==> src/rtl/mhint_pkg.sv <==
package mhint_pkg;
    typedef enum logic [0:0] {
        ST_EMPTY = 1'b0,
        ST_HOLD  = 1'b1
    } hint_state_e;
endpackage

==> src/rtl/mhint_interlock.sv <==
module mhint_interlock #(
    parameter int GRP_W = 4
) (
    input  logic [GRP_W-1:0] grp_tag_i,
    input  logic [GRP_W-1:0] grp_mem_i,
    output logic             stall_o
);
    // Walk the group from oldest to youngest, remembering whether a
    // memory op has been seen; a tag after one must wait.
    always_comb begin
        logic older_mem;
        older_mem = 1'b0;
        stall_o   = 1'b0;
        for (int i = 0; i < GRP_W; i++) begin
            if (grp_tag_i[i] && older_mem) stall_o = 1'b1;
            older_mem = older_mem | grp_mem_i[i];
        end
    end
endmodule

==> src/rtl/mhint_store.sv <==
module mhint_store
    import mhint_pkg::*;
#(
    parameter int FIELD_W    = 4,
    parameter int NUM_FIELDS = 6,
    parameter int SLOTS      = 2
) (
    input  logic                       clk,
    input  logic                       rst_n,
    input  logic                       tag_wr_i,
    input  logic [FIELD_W*NUM_FIELDS-1:0] tag_fields_i,
    input  logic [SLOTS-1:0]           rd_i,
    output logic [SLOTS*FIELD_W-1:0]   hint_o
);
    localparam int STORE_W = FIELD_W * NUM_FIELDS;
    localparam int CNT_W   = $clog2(NUM_FIELDS + 1);

    hint_state_e         state_q, state_d;
    logic [STORE_W-1:0]  row_q, row_d, eff_row;
    logic [CNT_W-1:0]    cnt_q, cnt_d, eff_cnt;
    logic [FIELD_W-1:0]  hint_arr [SLOTS];
    logic [CNT_W-1:0]    nread;

    // Write lands in the first half: reads of this cycle see it.
    assign eff_row = tag_wr_i ? tag_fields_i : row_q;
    assign eff_cnt = tag_wr_i ? CNT_W'(NUM_FIELDS) : cnt_q;

    always_comb begin
        int taken;
        taken = 0;
        for (int s = 0; s < SLOTS; s++) begin
            hint_arr[s] = '0;
            if (rd_i[s]) begin
                if (taken < NUM_FIELDS)
                    hint_arr[s] = eff_row[taken*FIELD_W +: FIELD_W];
                taken++;
            end
        end
        nread = CNT_W'(taken);
        row_d = eff_row >> (FIELD_W * taken);
        cnt_d = (eff_cnt > nread) ? eff_cnt - nread : '0;
    end

    for (genvar g = 0; g < SLOTS; g++) begin : g_hint_out
        assign hint_o[g*FIELD_W +: FIELD_W] = hint_arr[g];
    end

    // Next-state process
    always_comb begin
        state_d = state_q;
        unique case (state_q)
            ST_EMPTY: if (tag_wr_i) state_d = ST_HOLD;
            ST_HOLD:  if (!tag_wr_i && (cnt_d == '0)) state_d = ST_EMPTY;
            default:  state_d = ST_EMPTY;
        endcase
    end

    // State register
    always_ff @(posedge clk) begin
        if (!rst_n) state_q <= ST_EMPTY;
        else        state_q <= state_d;
    end

    // Data registers
    always_ff @(posedge clk) begin
        if (!rst_n) begin
            row_q <= '0;
            cnt_q <= '0;
        end else begin
            row_q <= row_d;
            cnt_q <= cnt_d;
        end
    end

    a_r3_empty_row_zero: assert property (@(posedge clk) disable iff (!rst_n)
        state_q == ST_EMPTY |-> row_q == '0);

    a_r7_tag_bypass: assert property (@(posedge clk) disable iff (!rst_n)
        (tag_wr_i && rd_i[0]) |-> hint_o[FIELD_W-1:0] == tag_fields_i[FIELD_W-1:0]);

    a_r2_idle_stable: assert property (@(posedge clk) disable iff (!rst_n)
        (!tag_wr_i && rd_i == '0) |=> $stable(row_q));

    a_r5_pair_shift: assert property (@(posedge clk) disable iff (!rst_n)
        (!tag_wr_i && (&rd_i)) |=> row_q == ($past(row_q) >> (FIELD_W * SLOTS)));
endmodule

==> src/rtl/mhint_annot_unit.sv <==
module mhint_annot_unit #(
    parameter int FIELD_W    = 4,
    parameter int NUM_FIELDS = 6,
    parameter int IMM_W      = 26,
    parameter int MEM_SLOTS  = 2,
    parameter int GRP_W      = 4
) (
    input  logic                         clk,
    input  logic                         rst_n,
    input  logic                         tag_wr_i,
    input  logic [IMM_W-1:0]             tag_imm_i,
    input  logic [MEM_SLOTS-1:0]         mem_rd_i,
    output logic [MEM_SLOTS*FIELD_W-1:0] mem_hint_o,
    input  logic [GRP_W-1:0]             grp_tag_i,
    input  logic [GRP_W-1:0]             grp_mem_i,
    output logic                         issue_stall_o
);
    localparam int STORE_W = FIELD_W * NUM_FIELDS;

    logic [STORE_W-1:0] tag_fields;
    logic               unused_imm_hi;

    assign tag_fields    = tag_imm_i[STORE_W-1:0];
    assign unused_imm_hi = ^tag_imm_i[IMM_W-1:STORE_W];

    mhint_store #(
        .FIELD_W   (FIELD_W),
        .NUM_FIELDS(NUM_FIELDS),
        .SLOTS     (MEM_SLOTS)
    ) u_store (
        .clk         (clk),
        .rst_n       (rst_n),
        .tag_wr_i    (tag_wr_i),
        .tag_fields_i(tag_fields),
        .rd_i        (mem_rd_i),
        .hint_o      (mem_hint_o)
    );

    mhint_interlock #(
        .GRP_W(GRP_W)
    ) u_interlock (
        .grp_tag_i(grp_tag_i),
        .grp_mem_i(grp_mem_i),
        .stall_o  (issue_stall_o)
    );

    a_r10_no_tag_no_stall: assert property (@(posedge clk) disable iff (!rst_n)
        grp_tag_i == '0 |-> !issue_stall_o);

    a_r9_oldest_tag_free: assert property (@(posedge clk) disable iff (!rst_n)
        (grp_tag_i == GRP_W'(1)) |-> !issue_stall_o);
endmodule

==> config.mk <==
export PLATFORM = sky130hd
export DESIGN_NAME = mhint_annot_unit
export DESIGN_NICKNAME = d
export VERILOG_FILES = /design/src/rtl/mhint_pkg.sv /design/src/rtl/mhint_interlock.sv /design/src/rtl/mhint_store.sv /design/src/rtl/mhint_annot_unit.sv
export SDC_FILE = /design/constraint.sdc
export NUM_CORES = 1
export LEC_CHECK = 0
export BUFFER_PORTS_ARGS = -buffer_cell sky130_fd_sc_hd__buf_2
export CELL_PAD_IN_SITES_DETAIL_PLACEMENT = 1
export CELL_PAD_IN_SITES_GLOBAL_PLACEMENT = 1
export CORE_AREA = 2 2 73 75
export CTS_CLUSTER_DIAMETER = 150
export DETAILED_ROUTE_END_ITERATION = 7
export DIE_AREA = 0 0 75 77
export HOLD_SLACK_MARGIN = 0.03
export PLACE_DENSITY = 0.72
export REMOVE_ABC_BUFFERS = 1
export SYNTH_ARGS = -nofsm -noshare
export SYNTH_HDL_FRONTEND = slang
export SYNTH_SLANG_ARGS = --single-unit
export TNS_END_PERCENT = 5
==> constraint.sdc <==
create_clock -name clk -period 1.5 [get_ports clk]
set_input_delay 0.225 -clock clk [delete_from_list [all_inputs] [get_ports clk]]
set_output_delay 0.225 -clock clk [all_outputs]
set_load 0.1 [all_outputs]
# After elaboration in Yosys (flattened, before gate mapping)
# Cells that the tools add are included.
# op_classes
bitwise_logic	2
n_mux	9
order_cmp	1
addsub	1
shifts	2
n_reduce_logical	3
# ops
op	count
$shr 24x32->24	1
$mux 30	1
$mux 24	1
$shiftx 24x4->4	1
$mux 4	3
$mux 1	4
$logic_and 1x1->1	3
$lt 1x3->1 const B	1
$add 1x1->2 const B	1
$or 1x1->1	2
# totals
ff_bits	24
word_cells	19

# Depth between registers and ports, before layout
# Gate-level depths: netlist (run 1).
# logic_depth
word_depth	4
mapped_depth	6

# Hierarchy
# From an unflattened synthesis (run 1), not the netlist that was laid out.
# unflattened
hier_cells	118
area_unflattened_um2	1662.8
# modules_own_cells
module	n_inst	cells_per_inst	area_per_inst_um2
mhint_store	1	114	1630.3
mhint_interlock	1	4	32.5

# Least setup slack after synthesis (run 1)
# OpenSTA, ideal clock, no wires.
# synth_path
path_type	input to output
from	in tag_wr_i
to	out mem_hint_o[0]
cell_stages	4
arrival_time_ns	1.935
slack_ns	-0.660
t_required_ns	1.275
cell_sequence	buf_6 buf_8 mux2i_1 nor2b_1
# synth_between
elab_chain_cells	2
# synth_rtl
item	line	text
start: declaration	mhint_annot_unit.sv:10	input logic tag_wr_i,
$mux 24	mhint_store.sv:25	assign eff_row = tag_wr_i ? tag_fields_i : row_q;
$mux 4	mhint_store.sv:33	if (rd_i[s]) begin
end: declaration	mhint_annot_unit.sv:13	output logic [MEM_SLOTS*FIELD_W-1:0] mem_hint_o,
# Every way passes these cells.

# Worst setup path after layout (run 1)
# layout_path
from	reg u_store.row_q[7]
to	out mem_hint_o[7]
# layout_between
elab_chain_cells	4
# layout_rtl
item	line	text
start: declaration	mhint_store.sv:19	logic [STORE_W-1:0] row_q, row_d, eff_row;
start signal: assignment	mhint_store.sv:70	row_q <= row_d;
$mux 24	mhint_store.sv:25	
$shiftx 24x4->4	mhint_store.sv:35	hint_arr[s] = eff_row[taken*FIELD_W +: FIELD_W];
$mux 4	mhint_store.sv:34	if (taken < NUM_FIELDS)
$mux 4	mhint_store.sv:33	
# Every way passes these cells.

==> results.py, run 1 <==
metrics = {
    "placed_design": {
        "place_ws_ns": -0.193,
        "place_congestion": 0.776,
        "hpwl_mm": 3.80,
        "port_buffers": 43,
        "post_dp_cell_area_sq_um": 2180,
    },
    "sta": {
        "post-route-min-period_ns": 1.59,
        "holdWs_ns": 0.285,
        "tns_ns": -0.331,
        "slew-limit-headroom_pct": 83.1,
        "maxSlewViolCount": 0,
        "setup_viol": 4,
        "finClkSkew_ns": 0.00378,
        "worstMarginPinSlew_ns": 0.246,
        "rsz0062_at_grt": "true",
        "max_clock_freq_mhz": 630,
        "period_share_pct": 106,
        "setup_slack_ns": -0.0881,
        "hold_violations": 0,
    },
    "clocking": {
        "clk_pin_slew_ns": 0.09,
        "cts_sinks": 24,
        "cts_buffers": 3,
        "cts-root-buf": "clkbuf_8",
        "insertion_delay_ns": 0.27,
        "cts_buffer_depth": 2,
        "cts_tree": "yes",
        "cts_max_level": 1,
    },
    "final_layout": {
        "drive_gt1_share_pct": 43.7,
        "top_regs": "u_store.row_q (24)",
        "n_antenna_cell": 0,
        "largest_reg_flops": 24,
        "nFillCells": 583,
        "regMostFlops": "u_store.row_q",
        "fin_area_sq_um": 2350,
        "nets": 264,
        "syn_to_final_growth_pct": 34.0,
    },
    "route": {
        "ant_nets": 0,
        "drc_errors": 0,
        "dr.first_iter.drc_count": 75,
        "avgRoutedWirePerCell_microns": 16.9,
        "wl_mm": 4.94,
        "drt_first_pass_iters": 4,
        "via_per_inst": 5.38,
        "via_count": 1571,
    },
    "power_and_ir_drop": {
        "irDropWorstVdd_v": 0.000389,
        "p_leak_nw": 1.01,
        "p_per_area_nw_per_um2": 823,
        "p_total_w": 0.00193,
    },
    "outcome": {
        "violations": "negative setup slack",
        "status": "finished, violations left",
    },
    "global_routing": {
        "grtUsageTotal_pct": 18.2,
        "overflow": 0,
        "grt_max_degree": 21,
        "grt_antenna_before_repair": 0,
        "grt_pass1_wl_mm": 8.18,
        "grt_pass1_vias": 1620,
    },
    "floorplanning": {
        "die_w_microns": 75,
        "dieArea_sq_um": 5780,
        "coreArea_sq_um": 4980,
        "ios": 48,
        "die_h_microns": 77,
        "start_util_pct": 35.2,
        "core.rowCount": 26,
    },
    "worst_setup_path": {
        "cpPeakStageDelay_ns": 0.45,
        "crit_path_max_fanout": 2,
        "setup.worst_path.start_class": "register",
        "cp_slowest_cell": "mux4_2",
        "cp_cell_sequence": "mux4_2 -> and2_4 -> buf_12",
        "cp.required_ns": 1.27,
        "crit_type": "reg2out",
        "end_kind": "output port",
        "cp.arrival_ns": 1.36,
    },
    "synth": {
        "async_reset_ff_share_pct": 0,
        "ys_seq_elements": 24,
        "synth_top_cell_area_share_pct": 27.4,
        "ys.flop_type": "dfxtp_1",
        "synthCells": 166,
        "postSynthAreaPerCell_sq_um": 10.6,
        "syn-cell-area_sq_um": 1750,
        "yosys_warnings": 0,
        "yosysUniqueCellTypes": 27,
        "ys_top_cells_by_area": "dfxtp_1, mux2i_1, mux4_2",
        "synth_edf_count": 0,
        "ys_seq_area_share_pct": 27.4,
        "yosys.area.top_type": "dfxtp_1",
    },
    "worst_hold_path": {
        "hold_path.class": "in2reg",
    },
    "job": {
        "drv_cap": 0,
    },
}
-- where the power goes --
| part | internal (W) | total [W] | switching [W] |
|---|---|---|---|
| sequential | 0.000699 | 0.000735 | 0.0000362 |
| clock | 0.000180 | 0.000398 | 0.000218 |
| combinational | 0.000386 | 0.000800 | 0.000414 |
| total | 0.00127 | 0.00193 | 0.000668 |
-- logic make-up after synthesis --
| logic type | after synthesis | synth area share [%] |
|---|---|---|
| multiplexers | 52 | 38.5 |
| AND/OR/NAND/NOR | 42 | 13.8 |
| AO/OA/AOI/OAI | 27 | 11.5 |
| flip-flops | 24 | 27.4 |
| buffers and inverters | 20 | 8.14 |
| adder cells (fa/ha/maj) | 1 | 0.714 |
-- synth_stat cells (all sizes together) (2+ instances only) --
cell type and count:
a221oi 3, a22oi 18, and2 5, and3 12, buf 13, clkbuf 2
dfxtp 24, inv 5, mux2i 40, mux4 12, nand2 6, nor2 3
nor2b 10, nor3 4, o22ai 4
-- worst max-delay path: cells and delay by family (launching register included) --
| kind | cells | cell delay (ns) |
|---|---|---|
| buf+inv | 1 | 0.16 |
| simple gates | 1 | 0.16 |
| flops | 1 | 0.33 |
| mux | 1 | 0.45 |
-- worst paths after layout --
| path | end | slack [ns] | from | cells past startpoint |
|---|---|---|---|---|
| max | mem_hint_o[7] | -0.09 | u_store.row_q[7]$_SDFF_PN0_ | 3 |
| min | u_store.row_q[15]$_SDFF_PN0_ | 0.28 | tag_imm_i[23] | 3 |
| max reg2reg | u_store.row_q[15]$_SDFF_PN0_ | 0.42 | u_store.row_q[19]$_SDFF_PP0_ | 3 |
| min reg2reg | u_store.row_q[15]$_SDFF_PN0_ | 0.60 | u_store.row_q[23]$_SDFF_PP0_ | 2 |
-- per-layer routing --
metal  vias up  share of wire, %  track usage (%)
met5         -                 0                0
met4         0              0.61             3.21
met3         4               4.9             1.18
met2        48                47             29.2
met1       769                47             26.9
li1        750                 -                -
-- repair_timing --
| item | CTS | global route |
|---|---|---|
| gates resized for setup | 28 | 2 |
| pin swaps | 4 | 0 |
| hold buffers | 0 | 0 |
| setup endpoints to repair | 6 | 7 |
| setup buffers | 5 | 0 |
-- cells in the final DEF (no fill, tap or decap), types with 8 or more instances in the layout --
cell / count
a22oi_1: 18
and3_1: 12
buf_12: 11
buf_2: 33
buf_4: 22
dfxtp_1: 16
dfxtp_2: 8
mux2i_1: 40
mux4_2: 11
nor2b_1: 10
-- area by class of cell --
| cell class | instances | area, sq um | area share (%) |
|---|---|---|---|
| Sequential cell | 24 | 490 | 20.9 |
| Tap cell | 70 | 87.6 | 3.73 |
| Inverter | 5 | 18.8 | 0.799 |
| Timing Repair Buffer | 68 | 569 | 24.2 |
| Multi-Input combinational cell | 122 | 1140 | 48.6 |
| Clock buffer | 3 | 41.3 | 1.76 |
-- through the flow --
| stage | cells | utilization [%] |
|---|---|---|
| 3_5_place_dp | 284 | 43.9 |
| 3_3_place_gp | 284 | 43.9 |
| 2_1_floorplan | 151 | - |
| 5_1_grt | 292 | 47.2 |
| 4_1_cts | 292 | 47.1 |
| 6_report | 292 | 47.2 |
Note: power is estimated with default switching activity, not from simulation.
==> run 2, diff against run 1 <==
--- a/config.mk
+++ b/config.mk
@@ -5,15 +5,16 @@
 export SDC_FILE = /design/constraint.sdc
 export NUM_CORES = 1
 export LEC_CHECK = 0
+export ABC_AREA = 1
 export BUFFER_PORTS_ARGS = -buffer_cell sky130_fd_sc_hd__buf_2
 export CELL_PAD_IN_SITES_DETAIL_PLACEMENT = 1
 export CELL_PAD_IN_SITES_GLOBAL_PLACEMENT = 1
-export CORE_AREA = 2 2 73 75
+export CORE_AREA = 2 2 74 76
 export CTS_CLUSTER_DIAMETER = 150
 export DETAILED_ROUTE_END_ITERATION = 7
-export DIE_AREA = 0 0 75 77
+export DIE_AREA = 0 0 76 78
 export HOLD_SLACK_MARGIN = 0.03
-export PLACE_DENSITY = 0.72
+export PLACE_DENSITY = 0.71
 export REMOVE_ABC_BUFFERS = 1
 export SYNTH_ARGS = -nofsm -noshare
 export SYNTH_HDL_FRONTEND = slang
==> run 2 against run 1 <==
Against the previous run:
- the run now ends clean
- largest cell class unchanged
- clock power is 6.8% lower
- flip-flop and latch count stayed put
- cell area is 11% lower
- final cell count is 20% higher
==> results.py, run 2 <==
metrics = {
    "sta": {
        "max_clock_freq_mhz": 718,
        "tns_ns": 0,
        "setup_viol": 0,
        "post-route-min-period_ns": 1.39,
        "setup_slack_ns": 0.107,
        "slew-limit-headroom_pct": 67.8,
        "maxSlewViolCount": 0,
        "period_share_pct": 92.9,
        "rsz0062_at_grt": "false",
        "hold_violations": 0,
        "finClkSkew_ns": 0.000900,
        "worstMarginPinSlew_ns": 0.487,
    },
    "power_and_ir_drop": {
        "irDropWorstVdd_v": 0.000324,
        "clkPwrFrac_pct": 20.8,
        "switchingPower_w": 0.000644,
        "netSwitchingFraction_pct": 36.1,
        "p_int_w": 0.00114,
        "p_leak_nw": 1.07,
        "pwr-share-seq_pct": 40.8,
        "combPwrFrac_pct": 38.4,
        "p_per_area_nw_per_um2": 855,
    },
    "outcome": {
        "status": "complete, no violations",
    },
    "placed_design": {
        "place_inst": 347,
        "port_buffers": 43,
        "place_congestion": 0.704,
        "hpwl_mm": 3.27,
        "place_ws_ns": 0.0465,
    },
    "worst_setup_path": {
        "setup.worst_path.start_class": "input pin",
        "cpPeakStageDelay_ns": 0.26,
        "cp_slowest_cell": "a21oi_1",
        "rr_startpoint": "u_store.row_q[7]$_SDFF_PN0_",
        "reg2regPathDepth": 5,
        "crit_type": "in2out",
        "crit_path_max_fanout": 13,
        "cp_cell_sequence": "clkbuf_4 -> inv_8 -> nand2_2 -> a21oi_1 -> buf_12",
        "end_kind": "output port",
        "cp.arrival_ns": 1.17,
        "cp.required_ns": 1.27,
        "r2r-end": "u_store.row_q[3]$_SDFF_PN0_",
        "r2r_slack_ns": 0.72,
    },
    "synth": {
        "ys_seq_elements": 24,
        "synth_top_cell_area_share_pct": 30.5,
        "yosys_warnings": 0,
        "synth_edf_count": 0,
        "synth_common_cells": "nand3_1, nand2_1, dfxtp_1",
        "synthCells": 229,
        "syn-cell-area_sq_um": 1570,
        "ys_seq_area_share_pct": 30.5,
        "ys.flop_type": "dfxtp_1",
        "yosysUniqueCellTypes": 18,
        "yosys.area.top_type": "dfxtp_1",
        "yosysMostFrequentCell": "nand3_1",
        "postSynthAreaPerCell_sq_um": 6.87,
        "async_reset_ff_share_pct": 0,
        "ys_top_cells_by_area": "dfxtp_1, nand3_1, nand2_1",
    },
    "final_layout": {
        "nFillCells": 668,
        "fin_cells": 350,
        "multi_input_area_sq_um": 957,
        "drive_gt1_share_pct": 35.4,
        "n_antenna_cell": 0,
        "regMostFlops": "u_store.row_q",
        "syn_to_final_growth_pct": 32.6,
        "largest_reg_flops": 24,
        "top_regs": "u_store.row_q (24)",
        "final_common_cell": "nand3_1",
        "nets": 322,
        "mostFrequentLayoutCells": "nand3_1, nand2_1, buf_2",
        "ff_latch_area_sq_um": 480,
    },
    "clocking": {
        "cts_buffers": 3,
        "insertion_delay_ns": 0.26,
        "cts_buffer_depth": 2,
        "clk_pin_slew_ns": 0.08,
        "cts-root-buf": "clkbuf_8",
        "cts_max_level": 1,
        "cts_sinks": 24,
        "cts_tree": "yes",
    },
    "floorplanning": {
        "core.rowCount": 26,
        "ios": 48,
        "die_h_microns": 78,
        "dieArea_sq_um": 5930,
        "die_w_microns": 76,
        "coreArea_sq_um": 5040,
        "start_util_pct": 31.2,
    },
    "global_routing": {
        "grt_antenna_before_repair": 0,
        "grt_pass1_vias": 1723,
        "grt_pass1_wl_mm": 7.71,
        "grtUsageTotal_pct": 15.6,
        "overflow": 0,
        "grt_max_degree": 21,
    },
    "route": {
        "dr.first_iter.drc_count": 65,
        "avgRoutedWirePerCell_microns": 12.3,
        "via_per_inst": 4.71,
        "via_count": 1650,
        "ant_nets": 0,
        "drt_first_pass_iters": 4,
        "wl_mm": 4.32,
        "drc_errors": 0,
    },
    "worst_hold_path": {
        "min_to": "u_store.row_q[23]$_SDFF_PP0_",
        "hold_path_depth": 5,
        "hold_path.class": "in2reg",
        "min_from": "tag_imm_i[23]",
    },
    "job": {
        "drv_cap": 0,
    },
}
## run 2: critical path, delay by kind of cell
kind	cells	cell delay [ns]
AO/OA/AOI/OAI	1	0.26
buffers and inverters	3	0.59
AND/OR/NAND/NOR	1	0.08
## run 2: through the flow
stage          hold WS, ns  instance area, sq um  util [%]  power [W]
6_report             0.317                  2090      41.4    0.00178
5_1_grt              0.362                  2090      41.4    0.00191
4_1_cts              0.310                  2070      41.1    0.00181
3_5_place_dp         0.555                  2030      40.3    0.00143
3_3_place_gp         0.543                  2030      40.3    0.00141
2_1_floorplan        0.465                  1460         -    0.00116
## run 2: how the worst max path moves through the flow
stage                   from  cells past startpoint            end
finish              tag_wr_i                      5  mem_hint_o[3]
global route        tag_wr_i                      7  mem_hint_o[6]
CTS                 tag_wr_i                      6  mem_hint_o[6]
detailed placement  tag_wr_i                      6  mem_hint_o[6]
floorplan           tag_wr_i                      3  mem_hint_o[3]
global placement    tag_wr_i                      7  mem_hint_o[4]
## run 2: layer usage
layer / wire length [microns] / GRT usage (%) / vias to the layer above
li1: - / - / 865
met1: 1980 / 19.6 / 756
met2: 2200 / 28.5 / 25
met3: 97 / 0.814 / 4
met4: 52 / 5.64 / 0
met5: 0 / 0 / -
## run 2: final cells by class
class	instances	area share [%]
Timing Repair Buffer	60	23.5
Sequential cell	24	23.0
Tap cell	70	4.20
Inverter	6	1.44
Multi-Input combinational cell	187	45.9
Clock buffer	3	1.98
## run 2: kinds of logic (layout without fill, tap and decap cells)
| family | Yosys count | in the layout | synth area share [%] |
|---|---|---|---|
| flip-flops | 24 | 24 | 30.5 |
| buffers and inverters | 18 | 69 | 9.30 |
| AO/OA/AOI/OAI | 5 | 5 | 1.67 |
| adder cells (fa/ha/maj) | 1 | 1 | 0.795 |
| AND/OR/NAND/NOR | 181 | 181 | 57.7 |
## run 2: what timing repair did
action | 4_1_cts | 5_1_grt
endpoints found under the setup margin | 0 | 4
gates resized for setup | 0 | 5
buffers inserted | 0 | 0
hold buffers | 0 | 0
## run 2: power by group through the flow
stage               Combinational [W]  Clock (W)  Sequential [W]
detailed placement           0.000684          0        0.000743
global placement             0.000672          0        0.000740
CTS                          0.000688   0.000394        0.000728
floorplan                    0.000423          0        0.000739
global route                 0.000757   0.000421        0.000734
finish                       0.000685   0.000371        0.000728
==> run 3, diff against run 2 <==
--- a/config.mk
+++ b/config.mk
@@ -9,12 +9,12 @@
 export BUFFER_PORTS_ARGS = -buffer_cell sky130_fd_sc_hd__buf_2
 export CELL_PAD_IN_SITES_DETAIL_PLACEMENT = 1
 export CELL_PAD_IN_SITES_GLOBAL_PLACEMENT = 1
-export CORE_AREA = 2 2 74 76
+export CORE_AREA = 2 2 71 73
 export CTS_CLUSTER_DIAMETER = 150
 export DETAILED_ROUTE_END_ITERATION = 7
-export DIE_AREA = 0 0 76 78
+export DIE_AREA = 0 0 73 75
 export HOLD_SLACK_MARGIN = 0.03
-export PLACE_DENSITY = 0.71
+export PLACE_DENSITY = 0.74
 export REMOVE_ABC_BUFFERS = 1
 export SYNTH_ARGS = -nofsm -noshare
 export SYNTH_HDL_FRONTEND = slang
==> constraint.sdc (replaced) <==
create_clock -name clk -period 1.4 [get_ports clk]
set_input_delay 0.21 -clock clk [delete_from_list [all_inputs] [get_ports clk]]
set_output_delay 0.21 -clock clk [all_outputs]
set_load 0.1 [all_outputs]
==> run 3 against run 2 <==
Against the previous run:
- non-clock buffer count did not move
- largest cell class unchanged
- core utilization rose by 3.3 points
- first-iteration DRC count rose by 11%
- register-to-register slack got worse by 0.12 ns
- flip-flop and latch count did not move
- critical path depth did not move
- routed wire length rose by 1.2%
- worst hold slack got worse by 0.020 ns
==> results.py, run 3 (same netlist as run 2, synthesis figures left out) <==
metrics = {
    "sta": {
        "period_share_pct": 96.2,
        "finClkSkew_ns": 0.00245,
        "worstMarginPinSlew_ns": 0.493,
        "rsz0062_at_grt": "true",
        "maxSlewViolCount": 0,
        "post-route-min-period_ns": 1.35,
        "slew-limit-headroom_pct": 67.4,
        "setup_viol": 0,
        "max_clock_freq_mhz": 743,
        "hold_violations": 0,
        "tns_ns": 0,
    },
    "global_routing": {
        "grt_pass1_vias": 1749,
        "grt_antenna_before_repair": 0,
        "grtUsageTotal_pct": 17.0,
        "grt_max_degree": 21,
        "grt_pass1_wl_mm": 7.47,
        "overflow": 0,
    },
    "clocking": {
        "cts-root-buf": "clkbuf_8",
        "cts_sinks": 24,
        "insertion_delay_ns": 0.27,
        "clk_pin_slew_ns": 0.09,
        "cts_buffer_depth": 2,
        "cts_buffers": 3,
        "cts_hold_buf": 0,
        "cts_max_level": 1,
        "cts_tree": "yes",
    },
    "job": {
        "drv_cap": 0,
    },
    "worst_setup_path": {
        "cp_cell_sequence": "nand2_4 -> nand3_1 -> nand2_1 -> nor2_2 -> buf_12",
        "cp-startpoint": "u_store.row_q[1]$_SDFF_PN0_",
        "cp_slowest_cell": "dfxtp_1",
        "r2r_slack_ns": 0.60,
        "critical_path_depth": 5,
        "crit_type": "reg2out",
        "reg2regPathDepth": 5,
        "cp-endpoint": "mem_hint_o[5]",
        "path_buf_inv": 1,
        "r2r-end": "u_store.row_q[7]$_SDFF_PN0_",
        "cp.arrival_ns": 1.14,
        "cpPeakStageDelay_ns": 0.36,
        "setup.worst_path.start_class": "register",
        "cp_top_family": "flip-flops",
        "end_kind": "output port",
        "rr_startpoint": "u_store.row_q[7]$_SDFF_PN0_",
        "crit_path_max_fanout": 3,
        "cp.required_ns": 1.19,
    },
    "route": {
        "via_count": 1675,
        "dr.first_iter.drc_count": 72,
        "avgRoutedWirePerCell_microns": 13.1,
        "ant_nets": 0,
        "wl_mm": 4.37,
        "drt_first_pass_iters": 4,
        "via_per_inst": 5.00,
        "drc_errors": 0,
    },
    "floorplanning": {
        "die_w_microns": 73,
        "coreArea_sq_um": 4660,
        "ios": 48,
        "core.rowCount": 25,
        "start_util_pct": 33.8,
        "die_h_microns": 75,
        "dieArea_sq_um": 5480,
    },
    "final_layout": {
        "largest_reg_flops": 24,
        "fin_area_sq_um": 2080,
        "n_antenna_cell": 0,
        "mostFrequentLayoutCells": "nand3_1, nand2_1, buf_2",
        "fin_util_pct": 44.7,
        "regMostFlops": "u_store.row_q",
        "top_regs": "u_store.row_q (24)",
        "nets": 322,
        "final_common_cell": "nand3_1",
        "drive_gt1_share_pct": 36.3,
        "syn_to_final_growth_pct": 32.4,
    },
    "outcome": {
        "status": "complete, no violations",
    },
    "power_and_ir_drop": {
        "netSwitchingFraction_pct": 36.0,
        "switchingPower_w": 0.000721,
        "p_leak_nw": 1.08,
        "p_per_area_nw_per_um2": 962,
        "p_total_w": 0.00200,
        "combPwrFrac_pct": 36.9,
        "irDropWorstVdd_v": 0.000401,
        "pwr-share-seq_pct": 39.0,
        "clkPwrFrac_pct": 24.1,
        "p_int_w": 0.00128,
    },
    "placed_design": {
        "hpwl_mm": 3.31,
        "port_buffers": 43,
        "post_dp_cell_area_sq_um": 2010,
        "place_congestion": 0.733,
    },
    "worst_hold_path": {
        "hold_path.class": "in2reg",
    },
}
## run 3: metrics by stage
stage                     worst slack (ns)  cells  hold WS [ns]
after floorplan                     -0.733    217         0.450
after global placement              0.0276    331         0.544
after detailed placement           -0.0101    331         0.561
after CTS                         0.000874    335         0.301
after global routing              -0.00995    335         0.334
final                               0.0538    335         0.297
## run 3: worst min-delay path by stage
stage	from	to	slack, ns	cells past startpoint
6_report	tag_imm_i[21]	u_store.row_q[13]$_SDFF_PN0_	0.30	5
5_1_grt	tag_imm_i[23]	u_store.row_q[23]$_SDFF_PP0_	0.33	5
2_1_floorplan	tag_wr_i	u_store.row_q[20]$_SDFF_PP0_	0.45	4
3_5_place_dp	u_store.row_q[22]$_SDFF_PP0_	u_store.row_q[22]$_SDFF_PP0_	0.56	4
3_3_place_gp	u_store.row_q[22]$_SDFF_PP0_	u_store.row_q[22]$_SDFF_PP0_	0.54	4
4_1_cts	tag_imm_i[21]	u_store.row_q[13]$_SDFF_PN0_	0.30	5
## run 3: layout make-up
class | instances | area [sq um]
Sequential cell | 24 | 483
Inverter | 6 | 30.0
Clock buffer | 4 | 55.1
Timing Repair Buffer | 60 | 490
Tap cell | 54 | 67.6
Fill cell | 611 | 2580
Multi-Input combinational cell | 187 | 957
## run 3: timing repair
| item | 4_1_cts | 5_1_grt |
|---|---|---|
| gates resized for setup | 3 | 4 |
| setup buffers | 0 | 0 |
| setup endpoints to repair | 3 | 8 |
## run 3: power by group through the flow
stage	registers, W	clock network, W	logic (W)
2_1_floorplan	0.000792	0	0.000453
3_3_place_gp	0.000793	0	0.000719
3_5_place_dp	0.000797	0	0.000733
4_1_cts	0.000780	0.000491	0.000743
5_1_grt	0.000787	0.000519	0.000808
6_report	0.000782	0.000483	0.000739
## run 3: worst reg2reg max path, stage by stage (launching register included)
cell	delay [ns]
dfxtp_1	0.32
nand2_2	0.07
buf_4	0.10
nand3_1	0.06
nand3_1	0.08
nand2_1	0.06
## run 3: metal layers
| layer | global-route usage (%) | up-vias | wire length [microns] |
|---|---|---|---|
| met2 | 30.5 | 27 | 2190 |
| li1 | - | 859 | - |
| met5 | 0 | - | 0 |
| met4 | 6.17 | 0 | 26 |
| met1 | 20.9 | 785 | 2060 |
| met3 | 1.87 | 4 | 95 |
